<file path="src/rtl/boot_pc_pkg.sv">
package boot_pc_pkg;

    typedef enum logic [1:0] {
        ST_RESET  = 2'd0,
        ST_VEC_SP = 2'd1,
        ST_VEC_PC = 2'd2,
        ST_RUN    = 2'd3
    } boot_state_e;

endpackage

</file>
<file path="src/rtl/boot_pc_restart_sel.sv">
module boot_pc_restart_sel #(
    parameter int              ADDR_W            = 32,
    parameter logic [ADDR_W-1:0] BOOT_ADDR_STRAP_HI = '0,
    parameter logic [ADDR_W-1:0] BOOT_ADDR_STRAP_LO = '0
) (
    input  logic              strap,
    output logic [ADDR_W-1:0] restart_addr
);

    // Strap high selects the low-memory restart, strap low the alternate one.
    always_comb begin
        restart_addr = strap ? BOOT_ADDR_STRAP_HI : BOOT_ADDR_STRAP_LO;
    end

endmodule

</file>
<file path="src/rtl/boot_pc_ctrl.sv">
module boot_pc_ctrl
    import boot_pc_pkg::*;
#(
    parameter int ADDR_W      = 32,
    parameter bit VECTOR_MODE = 1'b1,
    parameter int INSTR_BYTES = 4
) (
    input  logic              clk,
    input  logic              rst,
    input  logic [ADDR_W-1:0] restart_addr,
    input  logic [ADDR_W-1:0] rd_data,
    input  logic              rd_valid,
    output logic              rd_req,
    output logic [ADDR_W-1:0] rd_addr,
    output logic              fetch_valid,
    output logic [ADDR_W-1:0] fetch_addr,
    output logic              sp_load,
    output logic [ADDR_W-1:0] sp_value
);

    localparam logic [ADDR_W-1:0] PC_STEP    = ADDR_W'(INSTR_BYTES);
    localparam logic [ADDR_W-1:0] WORD_STEP  = ADDR_W'(ADDR_W / 8);
    localparam boot_state_e       FIRST_STATE = VECTOR_MODE ? ST_VEC_SP : ST_RUN;

    typedef struct packed {
        boot_state_e       st;
        logic              pend;
        logic [ADDR_W-1:0] pc;
        logic [ADDR_W-1:0] sp;
        logic              sp_ld;
    } ctrl_t;

    ctrl_t ctrl_d;
    ctrl_t ctrl_q;

    always_comb begin
        ctrl_d       = ctrl_q;
        ctrl_d.sp_ld = 1'b0;
        if (rst) begin
            ctrl_d.st   = ST_RESET;
            ctrl_d.pend = 1'b0;
            ctrl_d.pc   = restart_addr;
            ctrl_d.sp   = '0;
        end else begin
            unique case (ctrl_q.st)
                ST_RESET: begin
                    ctrl_d.pend = 1'b0;
                    ctrl_d.st   = FIRST_STATE;
                end
                ST_VEC_SP: begin
                    if (!ctrl_q.pend) begin
                        ctrl_d.pend = 1'b1;
                    end else if (rd_valid) begin
                        ctrl_d.sp    = rd_data;
                        ctrl_d.sp_ld = 1'b1;
                        ctrl_d.pend  = 1'b0;
                        ctrl_d.st    = ST_VEC_PC;
                    end
                end
                ST_VEC_PC: begin
                    if (!ctrl_q.pend) begin
                        ctrl_d.pend = 1'b1;
                    end else if (rd_valid) begin
                        ctrl_d.pc   = rd_data;
                        ctrl_d.pend = 1'b0;
                        ctrl_d.st   = ST_RUN;
                    end
                end
                ST_RUN: begin
                    ctrl_d.pc = ctrl_q.pc + PC_STEP;
                end
                default: begin
                    ctrl_d.st = ST_RESET;
                end
            endcase
        end
    end

    always_ff @(posedge clk) begin
        ctrl_q <= ctrl_d;
    end

    // The table base is the held restart address; the second word sits one word above.
    assign rd_req      = ((ctrl_q.st == ST_VEC_SP) || (ctrl_q.st == ST_VEC_PC)) && !ctrl_q.pend;
    assign rd_addr     = (ctrl_q.st == ST_VEC_PC) ? (ctrl_q.pc + WORD_STEP) : ctrl_q.pc;
    assign fetch_valid = (ctrl_q.st == ST_RUN);
    assign fetch_addr  = ctrl_q.pc;
    assign sp_load     = ctrl_q.sp_ld;
    assign sp_value    = ctrl_q.sp;

endmodule

</file>
<file path="src/rtl/boot_pc.sv">
module boot_pc #(
    parameter int                ADDR_W             = 32,
    parameter bit                VECTOR_MODE        = 1'b1,
    parameter int                INSTR_BYTES        = 4,
    parameter logic [ADDR_W-1:0] BOOT_ADDR_STRAP_HI = 'h0000,
    parameter logic [ADDR_W-1:0] BOOT_ADDR_STRAP_LO = 'hFFF0
) (
    input  logic              clk,
    input  logic              rst,
    input  logic              boot_strap,
    output logic              rd_req,
    output logic [ADDR_W-1:0] rd_addr,
    input  logic [ADDR_W-1:0] rd_data,
    input  logic              rd_valid,
    output logic              fetch_valid,
    output logic [ADDR_W-1:0] fetch_addr,
    output logic              sp_load,
    output logic [ADDR_W-1:0] sp_value
);

    logic [ADDR_W-1:0] restart_addr;

    boot_pc_restart_sel #(
        .ADDR_W            (ADDR_W),
        .BOOT_ADDR_STRAP_HI(BOOT_ADDR_STRAP_HI),
        .BOOT_ADDR_STRAP_LO(BOOT_ADDR_STRAP_LO)
    ) u_restart_sel (
        .strap       (boot_strap),
        .restart_addr(restart_addr)
    );

    boot_pc_ctrl #(
        .ADDR_W     (ADDR_W),
        .VECTOR_MODE(VECTOR_MODE),
        .INSTR_BYTES(INSTR_BYTES)
    ) u_ctrl (
        .clk         (clk),
        .rst         (rst),
        .restart_addr(restart_addr),
        .rd_data     (rd_data),
        .rd_valid    (rd_valid),
        .rd_req      (rd_req),
        .rd_addr     (rd_addr),
        .fetch_valid (fetch_valid),
        .fetch_addr  (fetch_addr),
        .sp_load     (sp_load),
        .sp_value    (sp_value)
    );

endmodule

</file>
<file path="config.mk">
export PLATFORM = sky130hd
export DESIGN_NAME = boot_pc
export DESIGN_NICKNAME = d
export VERILOG_FILES = /design/src/rtl/boot_pc_pkg.sv /design/src/rtl/boot_pc_restart_sel.sv /design/src/rtl/boot_pc_ctrl.sv /design/src/rtl/boot_pc.sv
export SDC_FILE = /design/constraint.sdc
export NUM_CORES = 1
export LEC_CHECK = 0
export BUFFER_PORTS_ARGS = -buffer_cell sky130_fd_sc_hd__buf_2
export CAP_MARGIN = 40
export CORE_UTILIZATION = 52
export DETAILED_ROUTE_END_ITERATION = 7
export PLACE_DENSITY = 0.91
export SYNTH_ARGS = -nofsm -noshare
export SYNTH_HDL_FRONTEND = slang
export SYNTH_SLANG_ARGS = --single-unit
</file>
<file path="constraint.sdc">
create_clock -name clk -period 2.9 [get_ports clk]
set_input_delay 0.58 -clock clk [delete_from_list [all_inputs] [get_ports clk]]
set_output_delay 0.58 -clock clk [all_outputs]
set_load 0.05 [all_outputs]
</file>
==> qor.txt <==
Via density = 5.36
Initial antenna violation count = 0
Placed instance area = 4530 sq um
WP data required = 2320 ps
Worst-Skew Late Latency = 340 ps
Critical path class = reg -> out
Vias in the first global route = 3451
Maximum vdd drop = 0.338 mV
Post-synth top area share = 0.224
Ranking of synthesized cells by area = edfxtp_1, dfxtp_1, buf_4, nand2_1, xnor2_1
Synth Warn # = 0
Critical path's slowest cell = edfxtp_1
Async set-or-reset flop fraction in the synthesized netlist = 0
Synth area leader = edfxtp_1
CP top delay family = simple AND/OR/NAND/NOR gates
Critical Path, Cell by Cell = ha_2 > nand3_2 > nor2_1 > buf_4 > and3_1 > nand4_1 > xnor2_2 > buf_4
Hold-fix buffers, CTS = 0
Max incr delay on CP = 410 ps
P&R area growth vs syn = 13.6%
Post-synthesis sequential area ratio = 0.391
H-tree levels = 3
Share of layout cells above drive strength 1 = 0.344
Top_reg_cell synth = dfxtp_1
Post-synth EDFFs = 32
Crit path time final = 2850 ps
CTS tree = yes
Count leader, synth = nand2_1
Flip-flop and latch area = 1680 sq um
Die Width = 92.9 microns
Status = complete, no violations
Final clock skew = 15.9 ps
Total Power = 2570 uW
Mapped Cells = 497
Total core area = 7850 sq um
Critical Path Fanout Max = 5
Flop and latch count out of synthesis = 68
Clock slew at reported path FFs = 70 ps
Clk buf depth = 2
Max transition margin = 0.512
DRT antenna net count = 0
Hold WS = 453 ps
Int Pwr = 1710 uW
I/O Pins = 135
Unrepaired setup endpoints after global routing = yes
Area of the multi-input gates = 1980 sq um
Ant diodes = 0
Crit path DAT = 2270 ps
CTS sink cnt = 68
Syn nets = 537
Routed WL per cell = 15.6 microns
Post-synthesis cell type count = 42
Vias = 3613
Crit path capture type = output pin
Pwr per Cell Area = 527 nW/um^2
Fill cells = 679
Min-Delay Path Class = reg -> reg
Slew Limit Fails = 0
NetSw = 860 uW
1st-pass router iterations = 5
# Max-Cap Violations = 0
Total CTS buffers = 9
CP Buf/Inv Count = 2
Final hold violations = 0
Static Leak = 0.00202 uW
CP Launch Type = register
I/O Buffers = 134
FP Rows = 32
Die Ht = 92.9 microns
Hpwl dp = 7470 microns
CTS Root Cell = clkbuf_8
All-Layer GR Usage = 0.249
First-pass GRT wire length = 16700 microns
Comb pwr share = 0.232
Commonest cells in the synthesized netlist = nand2_1, buf_4, a21oi_1, dfxtp_1
Largest net degree at the start of global routing = 34
Post-Synthesis Cell Area = 4300 sq um
Net Sw Frac = 0.334
DR iter-0 viols = 197
F_max = 351 MHz
Initial Util = 0.547
Cell mode on critical path = buf_4
DRT Wirelength = 10500 microns
Worst-margin pin slew = 733 ps
Flop pwr share = 0.433
Die footprint = 8630 sq um
Final GP Congestion = 0.939
Grt ovf = 0
Post-Syn Area per Cell = 8.64 sq um
DRC = 0
Clk pwr share = 0.336
Setup Viol. Count Final = 0
Final instance area = 4880 sq um
Fin crit share = 0.981
Final #Nets = 607
[registers in the layout, summed over array words and instances, names as in the netlist]
register           count
u_ctrl.sp_load         1
u_ctrl.fetch_addr     32
u_ctrl.ctrl_q          3
u_ctrl.sp_value       32
[power groups by stage]
stage	sequential, uW	combinational, uW	clock (uW)
2_1_floorplan	1110	501	0
3_3_place_gp	1140	551	0
3_5_place_dp	1140	559	0
4_1_cts	1110	590	869
5_1_grt	1120	627	914
6_report	1110	595	863
[stage by stage]
stage          cells   util  worst slack [ps]  setup TNS (ps)
6_report         674  0.622              53.8               0
5_1_grt          674  0.622             -65.5            -235
4_1_cts          673  0.618              4.49               0
3_5_place_dp     646  0.578               250               0
3_3_place_gp     646  0.578               332               0
2_1_floorplan    497      -              13.6               0
[cells in the final DEF (no fill, tap or decap), types with 2 or more instances in the layout]
| cell type | n |
|---|---|
| nor3_1 | 2 |
| a21oi_1 | 46 |
| nand4_1 | 17 |
| and2_1 | 4 |
| xor2_2 | 2 |
| o21ai_1 | 15 |
| and4_1 | 2 |
| buf_4 | 28 |
| clkbuf_4 | 4 |
| nor4_4 | 2 |
| ha_1 | 2 |
| nand2_1 | 99 |
| clkinv_4 | 3 |
| nor2b_1 | 3 |
| mux2_2 | 2 |
| nand3_1 | 11 |
| buf_2 | 126 |
| and3_1 | 9 |
| nand2b_1 | 2 |
| clkbuf_8 | 9 |
| ha_2 | 2 |
| bufinv_16 | 2 |
| xnor2_1 | 31 |
| xor2_1 | 23 |
| clkbuf_1 | 2 |
| inv_1 | 2 |
| edfxtp_1 | 32 |
| o21ai_0 | 12 |
| dfxtp_1 | 36 |
| or2_2 | 2 |
| nor2_1 | 20 |
| nor3_2 | 4 |
| nor3b_2 | 3 |
[tightest hold or removal path: cells and delay by family (launching register included)]
kind             cells  cell delay (ps)
AO/OA/AOI/OAI        1               50
AND/OR/NAND/NOR      1               50
flip-flops           1              310
[per-layer routing]
layer,track usage,part of all wire
met5,0,0
met4,0.103,0.023
met2,0.429,0.50
met3,0.0435,0.061
met1,0.305,0.42
[worst paths after layout]
check | start | endpoint | slack [ps] | depth (start not counted)
setup / recovery | u_ctrl.fetch_addr[3] | rd_addr[24] | 50 | 8
hold / removal | u_ctrl.sp_value[15] | u_ctrl.sp_value[15] | 450 | 2
setup reg to reg | u_ctrl.ctrl_q[66] | u_ctrl.fetch_addr[16] | 530 | 5
hold reg to reg | u_ctrl.sp_value[15] | u_ctrl.sp_value[15] | 450 | 2
[cell families (layout without fill, tap and decap cells)]
| logic type | count (synthesis) | in the layout | synth area share |
|---|---|---|---|
| and+or+nand+nor | 187 | 187 | 0.220 |
| buffers and inverters | 101 | 176 | 0.160 |
| AOI/OAI and AO/OA | 77 | 77 | 0.0938 |
| DFF | 68 | 68 | 0.391 |
| xor gates and xnor gates | 57 | 57 | 0.116 |
| adders and majority gates | 4 | 4 | 0.0117 |
| muxes | 3 | 3 | 0.00757 |
[cell type report]
type                            count  area share
Clock buffer                       11      0.0269
Inverter                            2     0.00154
Multi-Input combinational cell    328       0.405
Tap cell                          102      0.0261
Sequential cell                    68       0.345
Timing Repair Buffer              158       0.178
Clock inverter                      5      0.0177
[repair_timing]
action	4_1_cts	5_1_grt
buffers inserted	11	1
gates resized for setup	6	8
pin swaps	0	1
setup endpoints to repair	8	16
Power figures use the tool's default switching activity.
